**src/rtl/brhaz_pkg.sv**
```systemverilog
package brhaz_pkg;
  typedef enum logic [1:0] {
    SRC_RF    = 2'b00,
    SRC_EXMEM = 2'b01,
    SRC_MEMWB = 2'b10
  } cmp_src_e;
endpackage

```
**src/rtl/hazard_src_lane.sv**
```systemverilog
module hazard_src_lane
  import brhaz_pkg::*;
#(
  parameter int AW = 5
) (
  input  logic [AW-1:0] src,
  input  logic [AW-1:0] ex_dst,
  input  logic          ex_wr,
  input  logic          ex_ld,
  input  logic [AW-1:0] mem_dst,
  input  logic          mem_wr,
  input  logic          mem_ld,
  input  logic [AW-1:0] wb_dst,
  input  logic          wb_wr,
  output cmp_src_e      sel,
  output logic          br_stall,
  output logic          lu_stall
);
  logic live, ex_hit, mem_hit, wb_hit;

  // register 0 is hard-wired and never creates a dependency
  assign live    = |src;
  assign ex_hit  = live && ex_wr  && (ex_dst  == src);
  assign mem_hit = live && mem_wr && (mem_dst == src);
  assign wb_hit  = live && wb_wr  && (wb_dst  == src);

  // a decode comparator cannot see an execute result, nor a load still in memory
  assign br_stall = ex_hit || (mem_hit && mem_ld);
  assign lu_stall = ex_hit && ex_ld;

  always_comb begin
    if (mem_hit) sel = mem_ld ? SRC_RF : SRC_EXMEM;  // younger result wins
    else if (wb_hit) sel = SRC_MEMWB;
    else sel = SRC_RF;
  end
endmodule

```
**src/rtl/hazard_merge.sv**
```systemverilog
module hazard_merge #(
  parameter int NSRC = 2
) (
  input  logic            is_branch,
  input  logic            cmp_equal,
  input  logic [NSRC-1:0] br_stall,
  input  logic [NSRC-1:0] lu_stall,
  output logic            stall,
  output logic            flush
);
  assign stall = is_branch ? (|br_stall) : (|lu_stall);
  // a stalled branch has not resolved yet, so it must not flush
  assign flush = is_branch && cmp_equal && !stall;
endmodule

```
**src/rtl/id_branch_hazard.sv**
```systemverilog
module id_branch_hazard
  import brhaz_pkg::*;
#(
  parameter int AW = 5
) (
  input  logic          id_is_branch,
  input  logic          id_cmp_equal,
  input  logic [AW-1:0] id_rs,
  input  logic [AW-1:0] id_rt,
  input  logic [AW-1:0] ex_dst,
  input  logic          ex_reg_write,
  input  logic          ex_mem_read,
  input  logic [AW-1:0] mem_dst,
  input  logic          mem_reg_write,
  input  logic          mem_mem_read,
  input  logic [AW-1:0] wb_dst,
  input  logic          wb_reg_write,
  output logic          hold_pc_ifid,
  output logic          bubble_idex,
  output logic          flush_ifid,
  output logic [1:0]    cmp_sel_a,
  output logic [1:0]    cmp_sel_b
);
  localparam int NSRC = 2;

  logic [AW-1:0]   srcs [NSRC];
  cmp_src_e        sels [NSRC];
  logic [NSRC-1:0] br_v, lu_v;
  logic            stall;

  assign srcs[0] = id_rs;
  assign srcs[1] = id_rt;

  for (genvar g = 0; g < NSRC; g++) begin : g_lane
    hazard_src_lane #(.AW(AW)) u_lane (
      .src     (srcs[g]),
      .ex_dst  (ex_dst),
      .ex_wr   (ex_reg_write),
      .ex_ld   (ex_mem_read),
      .mem_dst (mem_dst),
      .mem_wr  (mem_reg_write),
      .mem_ld  (mem_mem_read),
      .wb_dst  (wb_dst),
      .wb_wr   (wb_reg_write),
      .sel     (sels[g]),
      .br_stall(br_v[g]),
      .lu_stall(lu_v[g])
    );
  end

  hazard_merge #(.NSRC(NSRC)) u_merge (
    .is_branch(id_is_branch),
    .cmp_equal(id_cmp_equal),
    .br_stall (br_v),
    .lu_stall (lu_v),
    .stall    (stall),
    .flush    (flush_ifid)
  );

  assign hold_pc_ifid = stall;
  assign bubble_idex  = stall;
  assign cmp_sel_a    = sels[0];
  assign cmp_sel_b    = sels[1];
endmodule

```
**config.mk**
```make
export PLATFORM = sky130hd
export DESIGN_NAME = id_branch_hazard
export DESIGN_NICKNAME = d
export VERILOG_FILES = /design/src/rtl/brhaz_pkg.sv /design/src/rtl/hazard_src_lane.sv /design/src/rtl/hazard_merge.sv /design/src/rtl/id_branch_hazard.sv
export SDC_FILE = /design/constraint.sdc
export NUM_CORES = 1
export LEC_CHECK = 0
export CORE_AREA = 2 2 39 41
export DETAILED_ROUTE_END_ITERATION = 7
export DIE_AREA = 0 0 41 43
export PLACE_DENSITY = 0.95
export SLEW_MARGIN = 20
export SYNTH_ARGS = -nofsm -noshare
export SYNTH_HDL_FRONTEND = slang
export SYNTH_SLANG_ARGS = --single-unit
```
**constraint.sdc**
```tcl
create_clock -name vclk -period 3.07
set_input_delay 0.4605 -clock vclk [all_inputs]
set_output_delay 0.4605 -clock vclk [all_outputs]
set_load 0.02 [all_outputs]
```
---- Yosys cells after proc, flatten, opt, wreduce, memory -nomap -nowiden ----
Index checks and enable logic that the tools add are counted.
storage, ports and cells
  memories ................................ 0
  latch bits .............................. 0
  ROM bits ................................ 0
  RAM bits ................................ 0
  flip-flop bits (word level) ............. 0
operators by class
  add/sub/neg operators ................... 0
  shift-type cells ........................ 0
  reduce and logical (&&, ||, !) cells .... 25
  mux-type cells .......................... 6
  bitwise gates (word level) .............. 0
  $lt $le $gt $ge ......................... 0
  eq/ne operators ......................... 6
  multiply operators ...................... 0
  divide/modulo/power cells ............... 0
operators by type and width
  kind                number
  5-bit == test       6
  1-bit logical AND   18
  5-bit OR reduction  2
  2-bit two-way mux   4
  2-bit OR reduction  2
  1-bit logical OR    2
  1-bit two-way mux   2
  1-bit zero test     1

---- Depth between registers and ports, before layout ----
  depth in word-level cells ............... 9
  gate-level depth with buffers ........... 6
  gate-level depth less buffers ........... 5

---- Hierarchy ----
From an unflattened synthesis, not the netlist that was laid out.
unflattened totals
  cells, all modules ...................... 61
  area total of the unflattened synthesis .. 475.5 um^2
by module, submodules not included
  module            instances  cells an instance  area each (um^2)  seq. area each (um^2)
  hazard_src_lane   2          28                 224.0             0.0
  hazard_merge      1          4                  20.0              0.0
  id_branch_hazard  1          1                  7.5               0.0

---- Least setup slack after synthesis ----
No wires, ideal clock.
  path type ............................... input-to-output
  from .................................... in id_rt[0]
  to ...................................... out cmp_sel_b[1]
  data required time ...................... 2.609 ns
  setup slack ............................. 0.687 ns
  cell stages on the path ................. 4
  path buffers ............................ 0
  arrival ................................. 1.922 ns
  cells stage by stage .................... or4_1 nor2_2 nor4_2 nor4_1
between the ends
  cells in the longest elaborated chain, start to end .. 5
  elaborated cells between the ends (all ways) .. 9
RTL lines
  item                             RTL line                RTL
  from (decl)                      id_branch_hazard.sv:9   input logic [AW-1:0] id_rt,
  5-bit OR reduction               hazard_src_lane.sv:22   assign live = |src;
  1-bit logical AND (2 in series)  hazard_src_lane.sv:25   assign wb_hit = live && wb_wr && (wb_dst == src);
  2-bit two-way mux                hazard_src_lane.sv:33   else if (wb_hit) sel = SRC_MEMWB;
  2-bit two-way mux (*)            hazard_src_lane.sv:32   if (mem_hit) sel = mem_ld ? SRC_RF : SRC_EXMEM;
  to (decl)                        id_branch_hazard.sv:22  output logic [1:0] cmp_sel_b
Every way passes the cells marked *; elsewhere a longest branch is shown, timed or not.

---- Final worst setup path ----
  from .................................... in id_rt[0]
  to ...................................... out flush_ifid
between the ends
  cells in the longest elaborated chain, start to end .. 9
  elaborated cells between the ends (all ways) .. 15
RTL lines
  item                             RTL line                RTL
  5-bit OR reduction               hazard_src_lane.sv:22
  1-bit logical AND (2 in series)  hazard_src_lane.sv:24   assign mem_hit = live && mem_wr && (mem_dst == src);
  1-bit logical AND                hazard_src_lane.sv:28   assign br_stall = ex_hit || (mem_hit && mem_ld);
  1-bit logical OR                 hazard_src_lane.sv:28
  2-bit OR reduction               hazard_merge.sv:11      assign stall = is_branch ? (|br_stall) : (|lu_stall);
  1-bit two-way mux (*)            hazard_merge.sv:11
  1-bit zero test (*)              hazard_merge.sv:13      assign flush = is_branch && cmp_equal && !stall;
  1-bit logical AND (*)            hazard_merge.sv:13
  to (decl)                        id_branch_hazard.sv:20  output logic flush_ifid,
Marked as above.

==> summary.txt <==
Run status
  – Status: complete, no violations

Final layout
  – Post-layout nets: around 140
  – Area grow syn2layout: 113%
  – Clock buffers: 0
  – Reg area: 0 um^2
  – Seq Cell Count: 0
  – Final Cell Area: between 900 and 1000 um^2
  – Layout Cells excl Fill: 120
  – Diode count: 0
  – Most frequent cells in the layout: clkdlybuf4s50_1 (34), xnor2_1 (19), xor2_1 (11)
  – Commonest non-fill, non-tap cell in the layout: clkdlybuf4s50_1
  – Fraction of layout cells with a size suffix above 1: 0.154

Synthesis
  – XOR/XNOR Fraction of Synth Area: 0.600
  – Ys Warns: 0
  – Mapped Avg Cell Area: 7.82 um^2
  – Ranking of synthesized cells by area: xnor2_1 (38%), xor2_1 (22%), nand4_1 (5.7%), nor4_1 (5.7%), or4_1 (3.4%)
  – Post-synthesis cell type count: 16
  – Cells after synthesis: 56
  – Post-synthesis simple-gate area fraction: 0.286
  – Post-Syn Area: 438 um^2
  – Multiplexer share of the synthesized area: 0
  – Largest family of logic cells by synthesized area: XOR/XNOR gates
  – Compound-Gate Fraction of Synth Area: 0.0971
  – Net Count, Synth: 88
  – Post-Synth Adder-Cell Area: 0
  – Largest area contributor in the netlist: xnor2_1
  – Sequential share of the synthesized area: 0
  – Post-synth top area share: 0.380

Critical path
  – CP Capture Type: output pin
  – Arrival time worst endpoint: 2.49 ns
  – CP max FO: 3
  – CP required: 2.61 ns
  – Critical Path Source Type: primary input
  – Worst setup path class: primary input to output pin

Place
  – Post-detail-place hpwl: 1.47 mm
  – IO Port Bufs: 39
  – Post-placement cell area: 916 um^2
  – Gpl congestion: around 0.92
  – Inst Count DP: between 100 and 150

Die
  – Row count: 14
  – Io pins: 39
  – Chip width: 41 um
  – Die area: 1760 um^2
  – Core footprint: approximately 1400 um^2
  – Initial core utilization: 0.316
  – Die span in y: 43 um

Clocking
  – Setup bufs post-CTS: 0

Power and ir drop
  – LEAKAGE: about 0.00037 uW
  – Peak supply drop: 0.0745 mV
  – PD cells: between 100 and 150 nW/um^2

Route
  – Routed WL: roughly 1.6 mm
  – ANT nets after route: 0
  – 1st-iter DRT viols: 2
  – Vias: 583
  – DR vias/cell: 4.86
  – # DRC: 0
  – Wirelength per Cell: 13.5 um
  – First drt pass iteration count: 2

STA
  – RSZ-0062 raised after global routing: false
  – Slew margin rel.: 0.757
  – Final worst path period need: about 2.9 ns
  – Period utilization: 0.961
  – Maximum clock frequency: 0.339 GHz
  – Slew @ Worst Pin: 0.362 ns
  – Max-slew violations: 0
  – Final setup fails: 0
  – Final Hold Fails: 0

Global routing
  – GRT overflow: 0
  – Global-route wire length before repair: 2.54 mm
  – Antenna violations before repair: 0
  – Largest net degree at the start of global routing: 5
  – GR Util All Layers: 0.200
  – Vias in the first global route: ~600

Run
  – Max-Cap Viols: 0

Min path
  – Worst Hold Launch: wb_reg_write
  – Class of the worst hold path: primary input to output pin
  – Worst hold stages: 4
  – Min-Delay Endpoint: cmp_sel_b[1]
[cells in the mapped netlist]
| library cell | number |
|---|---|
| nor2b_1 | 2 |
| nand4_1 | 4 |
| nor3_1 | 2 |
| o211ai_2 | 1 |
| buf_4 | 1 |
| nand2_1 | 2 |
| nand3_1 | 1 |
| xnor2_1 | 19 |
| nor4_1 | 4 |
| or4_1 | 2 |
| o21ai_0 | 2 |
| xor2_1 | 11 |
| nor4_2 | 1 |
| o2111a_1 | 1 |
| a21oi_2 | 1 |
| nor2_2 | 2 |
[report_power, final]
| group | switching (uW) | total [uW] | internal, uW |
|---|---|---|---|
| clock | 0 | 0 | 0 |
| combinational | 48.9 | 122 | 73.4 |
| sequential | 0 | 0 | 0 |
| total | 48.9 | 122 | 73.4 |
[layout make-up]
cell class / instances / area [um^2]
multi-input cells: 55 / 445
repair buffers: 49 / 467
well taps: 16 / 20.0
fillers: 126 / 452
[how the worst max path moves through the flow]
stage / start / to / slack, ns / depth (start not counted)
global placement: id_rs[2] / flush_ifid / -0.05 / 7
finish: id_rt[0] / flush_ifid / 0.12 / 7
detailed placement: id_rt[0] / flush_ifid / -0.11 / 7
floorplan: id_rt[0] / cmp_sel_b[1] / 0.69 / 4
CTS: id_rt[0] / hold_pc_ifid / -0.009 / 8
global route: id_rs[3] / cmp_sel_a[0] / 0.05 / 7
[what timing repair did]
action,in CTS,in global routing
gates cloned,0,0
gates resized for setup,4,3
endpoints found under the setup margin,5,2
pin swaps,0,0
hold buffers,0,0
[critical path, cell delays in order]
cell and delay, ns:
clkdlybuf4s50_1 0.45, or4_1 0.56, nor2_2 0.21, nor3_1 0.10, a21oi_2 0.18, o2111a_1 0.20
dlygate4sd2_1 0.32
[layer usage]
layer	global-route usage	up-vias	part of all wire
met4	0	0	0
met2	0.384	25	0.55
met5	0	-	0
met1	0.241	260	0.38
li1	-	298	-
met3	0.00524	0	0.069
[logic make-up (layout without fill, tap and decap cells)]
kind of cell	count (synthesis)	count (layout)
buffers and inverters	1	49
xor gates and xnor gates	30	30
AOI/OAI and AO/OA	5	5
and+or+nand+nor	20	20
[per-stage QoR]
step / hold slack (ns) / setup slack [ns] / power, uW / util / TNS, ns
floorplan: 0.999 / 0.687 / 44.8 / - / 0
global placement: 1.97 / -0.0479 / 118 / 0.662 / -0.0854
detailed placement: 1.98 / -0.108 / 121 / 0.662 / -0.248
CTS: 1.76 / -0.00884 / 121 / 0.664 / -0.0123
global route: 1.79 / 0.0481 / 131 / 0.674 / 0
finish: 1.76 / 0.120 / 122 / 0.674 / 0
Power figures use the tool's default switching activity.
